### src/rtl/lpt_pkg.sv
package lpt_pkg;

  // Response fault codes
  typedef enum logic [1:0] {
    FLT_NONE    = 2'd0,
    FLT_INVALID = 2'd1,
    FLT_PROT    = 2'd2
  } fault_e;

  // Walk sequencing
  typedef enum logic [1:0] {
    ST_IDLE,
    ST_FETCH,
    ST_WAIT,
    ST_RESP
  } walk_state_e;

  localparam int ENTRY_BYTES_LOG2 = 2;
  localparam int PFN_FIELD_W      = 20;

  // Page table entry, bit 0 at the bottom
  typedef struct packed {
    logic [PFN_FIELD_W-1:0] frame;
    logic [2:0]             spare;
    logic                   glob;
    logic                   attr_pat;
    logic                   dirty;
    logic                   accessed;
    logic                   no_cache;
    logic                   wr_through;
    logic                   user_ok;
    logic                   write_ok;
    logic                   present;
  } pte_t;

endpackage

### src/rtl/lpt_addr_gen.sv
module lpt_addr_gen
  import lpt_pkg::*;
#(
  parameter int VA_W  = 32,
  parameter int OFF_W = 12,
  parameter int MA_W  = 32
) (
  input  logic [VA_W-1:0]  vaddr_i,
  input  logic [MA_W-1:0]  base_i,
  output logic [OFF_W-1:0] offset_o,
  output logic [MA_W-1:0]  entry_addr_o
);
  localparam int PN_W = VA_W - OFF_W;

  logic [PN_W-1:0] page_num;

  assign page_num = vaddr_i[VA_W-1:OFF_W];
  assign offset_o = vaddr_i[OFF_W-1:0];

  // Entry address: base plus page number times entry size
  assign entry_addr_o = base_i + (MA_W'(page_num) << ENTRY_BYTES_LOG2);

endmodule

### src/rtl/lpt_perm_check.sv
module lpt_perm_check
  import lpt_pkg::*;
#(
  parameter int OFF_W = 12,
  parameter int PA_W  = 32
) (
  input  pte_t             entry_i,
  input  logic             is_write_i,
  input  logic             is_user_i,
  input  logic [OFF_W-1:0] offset_i,
  output fault_e           fault_o,
  output logic [PA_W-1:0]  paddr_o
);
  localparam int FRAME_W = PA_W - OFF_W;

  logic [FRAME_W-1:0] frame;
  logic               deny;

  generate
    if (FRAME_W <= PFN_FIELD_W) begin : g_trunc
      assign frame = entry_i.frame[FRAME_W-1:0];
      if (FRAME_W < PFN_FIELD_W) begin : g_drop
        logic unused_hi;
        assign unused_hi = ^entry_i.frame[PFN_FIELD_W-1:FRAME_W];
      end
    end else begin : g_ext
      assign frame = FRAME_W'(entry_i.frame);
    end
  endgenerate

  logic unused_attr;
  assign unused_attr = ^{entry_i.spare, entry_i.glob, entry_i.attr_pat, entry_i.dirty,
                         entry_i.accessed, entry_i.no_cache, entry_i.wr_through};

  assign deny = (is_write_i && !entry_i.write_ok) || (is_user_i && !entry_i.user_ok);

  // Presence is judged before permission
  always_comb begin
    fault_o = FLT_NONE;
    paddr_o = '0;
    if (!entry_i.present) begin
      fault_o = FLT_INVALID;
    end else if (deny) begin
      fault_o = FLT_PROT;
    end else begin
      paddr_o = {frame, offset_i};
    end
  end

endmodule

### src/rtl/lpt_translator.sv
module lpt_translator
  import lpt_pkg::*;
#(
  parameter int VA_W  = 32,
  parameter int OFF_W = 12,
  parameter int PA_W  = 32,
  parameter int MA_W  = 32
) (
  input  logic             clk,
  input  logic             rst_n,
  input  logic             base_we,
  input  logic [MA_W-1:0]  base_wdata,
  input  logic             req_valid,
  output logic             req_ready,
  input  logic [VA_W-1:0]  req_vaddr,
  input  logic             req_write,
  input  logic             req_user,
  output logic             resp_valid,
  input  logic             resp_ready,
  output logic [PA_W-1:0]  resp_paddr,
  output logic [1:0]       resp_fault,
  output logic             mem_req,
  output logic [MA_W-1:0]  mem_addr,
  input  logic             mem_rvalid,
  input  logic [31:0]      mem_rdata
);

  walk_state_e      state_q;
  logic [MA_W-1:0]  base_q;
  logic [MA_W-1:0]  entry_addr_q;
  logic [OFF_W-1:0] off_q;
  logic             wr_q;
  logic             usr_q;
  logic [PA_W-1:0]  paddr_q;
  fault_e           fault_q;

  logic [OFF_W-1:0] off_d;
  logic [MA_W-1:0]  entry_addr_d;
  fault_e           fault_d;
  logic [PA_W-1:0]  paddr_d;
  logic             accept;

  lpt_addr_gen #(.VA_W(VA_W), .OFF_W(OFF_W), .MA_W(MA_W)) u_addr (
    .vaddr_i      (req_vaddr),
    .base_i       (base_q),
    .offset_o     (off_d),
    .entry_addr_o (entry_addr_d)
  );

  lpt_perm_check #(.OFF_W(OFF_W), .PA_W(PA_W)) u_perm (
    .entry_i    (pte_t'(mem_rdata)),
    .is_write_i (wr_q),
    .is_user_i  (usr_q),
    .offset_i   (off_q),
    .fault_o    (fault_d),
    .paddr_o    (paddr_d)
  );

  assign accept = req_valid && (state_q == ST_IDLE);

  always_ff @(posedge clk) begin
    if (!rst_n) begin
      state_q      <= ST_IDLE;
      base_q       <= '0;
      entry_addr_q <= '0;
      off_q        <= '0;
      wr_q         <= 1'b0;
      usr_q        <= 1'b0;
      paddr_q      <= '0;
      fault_q      <= FLT_NONE;
    end else begin
      case (state_q)
        ST_IDLE: begin
          if (base_we) base_q <= base_wdata;
          if (accept) begin
            entry_addr_q <= entry_addr_d;
            off_q        <= off_d;
            wr_q         <= req_write;
            usr_q        <= req_user;
            state_q      <= ST_FETCH;
          end
        end
        ST_FETCH: state_q <= ST_WAIT;
        ST_WAIT: begin
          if (mem_rvalid) begin
            paddr_q <= paddr_d;
            fault_q <= fault_d;
            state_q <= ST_RESP;
          end
        end
        ST_RESP: if (resp_ready) state_q <= ST_IDLE;
        default: state_q <= ST_IDLE;
      endcase
    end
  end

  assign req_ready  = (state_q == ST_IDLE);
  assign mem_req    = (state_q == ST_FETCH);
  assign mem_addr   = entry_addr_q;
  assign resp_valid = (state_q == ST_RESP);
  assign resp_paddr = paddr_q;
  assign resp_fault = fault_q;


  fetch_after_accept_chk: assert property (@(posedge clk) disable iff (!rst_n)
    (req_valid && req_ready) |=> mem_req);


  single_fetch_pulse_chk: assert property (@(posedge clk) disable iff (!rst_n)
    mem_req |=> !mem_req);


  resp_needs_data_chk: assert property (@(posedge clk) disable iff (!rst_n)
    $rose(resp_valid) |-> $past(mem_rvalid));


  resp_hold_chk: assert property (@(posedge clk) disable iff (!rst_n)
    (resp_valid && !resp_ready) |=> (resp_valid && $stable(resp_paddr) && $stable(resp_fault)));


  fault_zero_addr_chk: assert property (@(posedge clk) disable iff (!rst_n)
    (resp_valid && resp_fault != 2'd0) |-> (resp_paddr == '0));


  base_frozen_busy_chk: assert property (@(posedge clk) disable iff (!rst_n)
    !req_ready |=> $stable(base_q));

endmodule

### config.mk
export PLATFORM = sky130hd
export DESIGN_NAME = lpt_translator
export DESIGN_NICKNAME = d
export VERILOG_FILES = /design/src/rtl/lpt_pkg.sv /design/src/rtl/lpt_addr_gen.sv /design/src/rtl/lpt_perm_check.sv /design/src/rtl/lpt_translator.sv
export SDC_FILE = /design/constraint.sdc
export NUM_CORES = 1
export LEC_CHECK = 0
export BUFFER_PORTS_ARGS = -buffer_cell sky130_fd_sc_hd__buf_2
export CORE_ASPECT_RATIO = 0.8
export CORE_MARGIN = 5
export CORE_UTILIZATION = 41
export CTS_BUF_LIST = sky130_fd_sc_hd__clkbuf_16
export DETAILED_ROUTE_END_ITERATION = 10
export PLACE_DENSITY = 0.67
export REMOVE_ABC_BUFFERS = 1
export SKIP_CTS_REPAIR_TIMING = 1
export SLEW_MARGIN = 5
export SYNTH_ARGS = -nofsm -noshare
export SYNTH_HDL_FRONTEND = slang
export SYNTH_SLANG_ARGS = --single-unit
export TNS_END_PERCENT = 10
### constraint.sdc
create_clock -name clk -period 7.4 [get_ports clk]
set_clock_uncertainty 0.1 [all_clocks]
set_input_delay 1.85 -clock clk [delete_from_list [all_inputs] [get_ports clk]]
set_output_delay 1.85 -clock clk [all_outputs]
set_load 0.01 [all_outputs]
==> flow_summary.ini, run 1 <==
[global_routing]
overflow = 0
grt_antenna_before_repair = 2
grt_pass1_vias = 5153
grt_pass1_wl_um = 25500
grt_usage_pct = 19.7
grt_max_degree = 67

[place]
placed_cell_area_sq_um = 6280
place.gp.congestion = 0.865
dp.cells = 968
post-dp-hpwl_um = 10800
preCtsSetupSlack_ns = 3.19
port_buffers = 163

[synthesis]
yosysWarnings = 0
syn-cell-area_sq_um = 5390
seq_area_frac_synth_pct = 42.4
synth_seq_cells = 114
postSynthCellCount = 669
synth_ff_type = dfxtp_1
synth-edff-count = 0
synthDistinctLibCells = 63
synthArstFlopShare_pct = 0
avgSynthCellArea_sq_um = 8.05

[pwr]
power_density_nw_per_um2 = 305
ir_drop_uv = 220
leakage_nw = 3.05
power_mw = 2.09

[clock_tree]
tritoncts = yes
numCtsBuffers = 17
h-tree-depth = 4
cts-root-buf = clkbuf_16
clock_path_buffers = 2
clk_pin_slew_ns = 0.05
clock_latency_ns = 0.41
clock_sink_count = 114

[worst_setup_path]
slowest_stage = or4_1
path_max_fanout = 8
crit_chain = buf_2 > ha_1 > inv_1 > fa_1 > nor2b_4 > o31a_4 > a211oi_4 > a211oi_4 > or4_1 > nand3_1
ff2ff_path_depth = 9
critPathArrivalTime_ns = 4.03
crit_required_ns = 7.65
cp_num_buf_inv = 2
start_kind = input port
crit_cells = 10
crit_top_cell = a211oi_4
path_delay_family = compound AO/OA/AOI/OAI gates
max_stage_delay_ns = 0.50
cp-end-kind = flip-flop
critical_path_class = in2reg

[route]
drt-met1-wl_um = 7140
wl_um = 15500
dr.pass1.iters = 5
drt-wirelength-per-cell_um = 15.6
drc = 0
post_drt_via_cell_ratio = 5.28
ant_nets = 0
route.met2.wl_um = 7400
initialDrtViolationCount = 348
vias = 5273
wl_met3_um = 821
topRoutingLayerUsed = met5

[sta]
hold_viol_final = 0
worst_slack_ns = 3.61
fin_crit_ns = 3.79
fin_crit_sh_pct = 51.2
slew_violations = 0
tightest_slew_ns = 1.20
fmax_mhz = 264
maxSlewHeadroom_pct = 19.8
final-setup-viol-count = 0
holdWs_ns = 0.349
fin_setup_tns_ns = 0
rsz0062_at_grt = no

[die]
die_area_sq_um = 15500
row_count = 37
die_y_um = 113
start_util_pct = 41.8
core_area_sq_um = 12900
die_w_um = 138
pin_count = 173

[finish]
layout-drive-gt1-share_pct = 24.8
fillers = 1273
final_area_sq_um = 6850
fin_util_pct = 53.2
syn_to_final_growth_pct = 27.1
final_nets = 941
fin_cells = 998
n_antenna_cell = 0

[status]
status = finished, final reports clean

[hold_path]
hold_class = reg2reg
min_path_cells = 2

[job]
cap_violations = 0
[report_power, final]
group	switching [mW]	leakage (nW)	total (mW)	internal [mW]
logic	0.349	1.83	0.548	0.200
registers	0.0571	0.930	0.763	0.706
clock network	0.266	0.287	0.778	0.512
total	0.672	3.05	2.09	1.42
[worst paths after layout]
path	from	endpoint	slack (ns)
min reg2reg	mem_addr[8]	mem_addr[8]	0.35
max reg2reg	base_q[2]	mem_addr[24]	4.86
max	req_vaddr[12]	mem_addr[24]	3.61
min	mem_addr[8]	mem_addr[8]	0.35
[state kept, by name, summed over array words and instances, names as in the netlist]
signal,flops
resp_fault,2
state_q,2
off_q,12
wr_q,1
usr_q,1
base_q,32
resp_paddr,32
mem_addr,32
[cells in the final DEF (no fill, tap or decap), types with 2 or more instances in the layout]
master / n
a21o_1: 5
nor3_1: 14
bufinv_16: 3
a32oi_1: 3
o31ai_1: 5
a31oi_1: 2
a21boi_0: 2
a21oi_1: 75
nor2b_1: 2
o211ai_1: 5
inv_1: 21
clkbuf_16: 17
xnor2_1: 5
buf_4: 4
o2111a_1: 5
dfxtp_1: 114
buf_2: 163
or3_1: 3
a211oi_4: 2
nor2_1: 50
and2_1: 7
clkinv_2: 2
a22oi_1: 33
o21a_1: 10
clkinv_1: 4
o22ai_1: 2
or2_2: 2
nor4_1: 5
nand2_1: 132
nand4_1: 4
o31a_1: 2
and3_1: 7
nand3_1: 29
o21ai_0: 23
ha_1: 24
a211oi_1: 5
[cells by family after synthesis]
group | share of synthesized area [%]
xor+xnor | 0.976
compound gates | 24.7
mux | 0.186
simple gates | 21.4
flops | 42.4
fa+ha+maj | 5.95
buf+inv | 4.44
[synth_stat cells, drive strengths merged (2+ instances only)]
cell type | instances | area share [%]
o31a | 3 | 0.65
a211o | 2 | 0.35
o21ai | 24 | 2.2
o22ai | 2 | 0.23
nor2 | 51 | 3.6
a21boi | 3 | 0.49
a31oi | 2 | 0.23
a211oi | 7 | 1.4
nor2b | 3 | 0.49
clkbuf | 35 | 2.5
o2111a | 5 | 1.0
xnor2 | 5 | 0.81
inv | 18 | 1.3
o21a | 10 | 1.4
a21oi | 76 | 7.1
o31ai | 5 | 0.70
o2111ai | 2 | 0.44
nor3 | 14 | 1.3
a22oi | 33 | 4.6
and2 | 9 | 1.0
dfxtp | 114 | 42
and3 | 7 | 0.81
nand3 | 29 | 2.7
a21o | 5 | 0.70
nand4 | 4 | 0.46
nor4 | 5 | 0.58
or3 | 3 | 0.35
ha | 24 | 5.6
buf | 8 | 0.72
o211ai | 5 | 0.70
or2 | 2 | 0.23
nand2 | 133 | 9.3
a32oi | 3 | 0.49
[worst min-delay path: cells and delay by family (launching register included)]
family / cells / cell delay [ns]
DFF: 1 / 0.30
and+or+nand+nor: 1 / 0.05
AOI/OAI and AO/OA: 1 / 0.05
[area by class of cell]
class / instances / area [sq um] / share of cell area (%)
Clock buffer: 17 / 425 / 6.21
Clock inverter: 13 / 130 / 1.90
Inverter: 18 / 67.6 / 0.987
Multi-Input combinational cell: 494 / 2880 / 42.0
Sequential cell: 114 / 2280 / 33.3
Tap cell: 175 / 219 / 3.20
Timing Repair Buffer: 167 / 846 / 12.4
[metal layers]
metal  up-vias  GRT usage [%]
li1       2654              -
met1      2475           25.0
met2       120           32.2
met3        20           6.30
met4         4           6.06
met5         -              0
(Power assumes the default switching activity.)
==> inputs of run 2 (changes only) <==
PLACE_DENSITY = 0.69   (was 0.67)
clock period = 3.15 ns   (was 7.4 ns; I/O delays follow)
==> run 2 against run 1 <==
  * Combinational power is 140% higher
  * Power is 140% higher
  * Critical path depth is 1 higher
  * Core utilization is 1.5 points higher
  * Clock-buffer cell count stayed put
  * Critical path type unchanged
  * Largest cell class unchanged
  * Largest power group unchanged
==> flow_summary.ini, run 2 (synthesis results as in run 1) <==
[die]
die_area_sq_um = 15500
die_y_um = 113
core_area_sq_um = 12900
pin_count = 173
die_w_um = 138
row_count = 37
start_util_pct = 41.8

[sta]
fin_crit_sh_pct = 82.2
tightest_slew_ns = 0.508
rsz0062_at_grt = no
hold_viol_final = 0
fin_crit_ns = 2.59
fin_setup_tns_ns = 0
maxSlewHeadroom_pct = 65.9
holdWs_ns = 0.351
fmax_mhz = 386
slew_violations = 0
final-setup-viol-count = 0
worst_slack_ns = 0.560

[clock_tree]
numCtsBuffers = 17
h-tree-depth = 4
cts-root-buf = clkbuf_16
clock_latency_ns = 0.41
clock_path_buffers = 2
tritoncts = yes
clk_pin_slew_ns = 0.05
clock_sink_count = 114

[pwr]
leakage_nw = 3.15
seqPwrFrac_pct = 35.1
switching_share_pct = 31.8
switchingPower_mw = 1.62
power_density_nw_per_um2 = 725
p_int_mw = 3.48
combPwrFrac_pct = 25.9
clockPowerShare_pct = 39.0
ir_drop_uv = 624
power_mw = 5.10

[route]
drc = 0
vias = 5226
initialDrtViolationCount = 276
ant_nets = 0
post_drt_via_cell_ratio = 5.14
wl_um = 15300
dr.pass1.iters = 5
drt-wirelength-per-cell_um = 15.0

[worst_setup_path]
critPathArrivalTime_ns = 2.77
ff2ff_path_depth = 10
crit_required_ns = 3.33
start_kind = input port
path_max_fanout = 6
cp-end-kind = flip-flop
critical_path_class = in2reg

[finish]
n_antenna_cell = 0
final_nets = 958
final_cell_mix = buf_2, nand2_1, dfxtp_1
fillers = 1277
layout_commonest_cell = buf_2
fin_util_pct = 54.7
layout-drive-gt1-share_pct = 27.2
syn_to_final_growth_pct = 30.8

[global_routing]
grt_pass1_vias = 4915
grt_usage_pct = 19.1
grt_pass1_wl_um = 24700
overflow = 0
grt_max_degree = 34
grt_antenna_before_repair = 0

[place]
place.gp.congestion = 0.841
post-dp-hpwl_um = 11000
preCtsSetupSlack_ns = 0.185
port_buffers = 163

[status]
status = finished, final reports clean

[hold_path]
hold_class = reg2reg
min_path_cells = 2

[job]
cap_violations = 0
## run 2: final cells by class
type	instances	area [sq um]	share of cell area [%]
clock inverters	15	191	2.72
inverters	18	68.8	0.977
clock buffers	17	425	6.04
repair buffers	184	986	14.0
flip-flops and latches	114	2280	32.4
multi-input cells	494	2870	40.8
well taps	175	219	3.11
## run 2: layer usage
metal,routed length (um),global-route usage [%],vias to the layer above
met1,7420,26.5,2408
met2,7040,30.3,108
li1,-,-,2696
met3,610,4.13,14
met5,0,0,-
met4,183,5.27,0
## run 2: path summary, 6_finish.rpt
path / start / end / slack [ns]
max: req_vaddr[12] / mem_addr[20] / 0.56
min: mem_addr[11] / mem_addr[11] / 0.35
max reg2reg: base_q[2] / mem_addr[20] / 0.70
min reg2reg: mem_addr[11] / mem_addr[11] / 0.35
## run 2: worst max-delay path, stage by stage
cell	delay [ns]
buf_2	0.08
ha_1	0.15
inv_1	0.06
fa_1	0.42
nor2b_4	0.15
o31a_4	0.17
a211oi_4	0.07
buf_12	0.15
a21o_1	0.19
o2111a_1	0.25
o31a_1	0.29
## run 2: power by group through the flow
stage,combinational (mW),sequential [mW],clock [mW]
3_5_place_dp,1.33,1.82,0
4_1_cts,1.33,1.79,2.03
3_3_place_gp,1.31,1.81,0
2_1_floorplan,0.779,1.84,0
5_1_grt,1.49,1.82,2.10
6_report,1.32,1.79,1.99
## run 2: per-stage QoR
stage | area [sq um] | cells
2_1_floorplan | 5210 | 626
3_3_place_gp | 6430 | 985
3_5_place_dp | 6430 | 985
4_1_cts | 7040 | 1017
5_1_grt | 7040 | 1017
6_report | 7040 | 1017
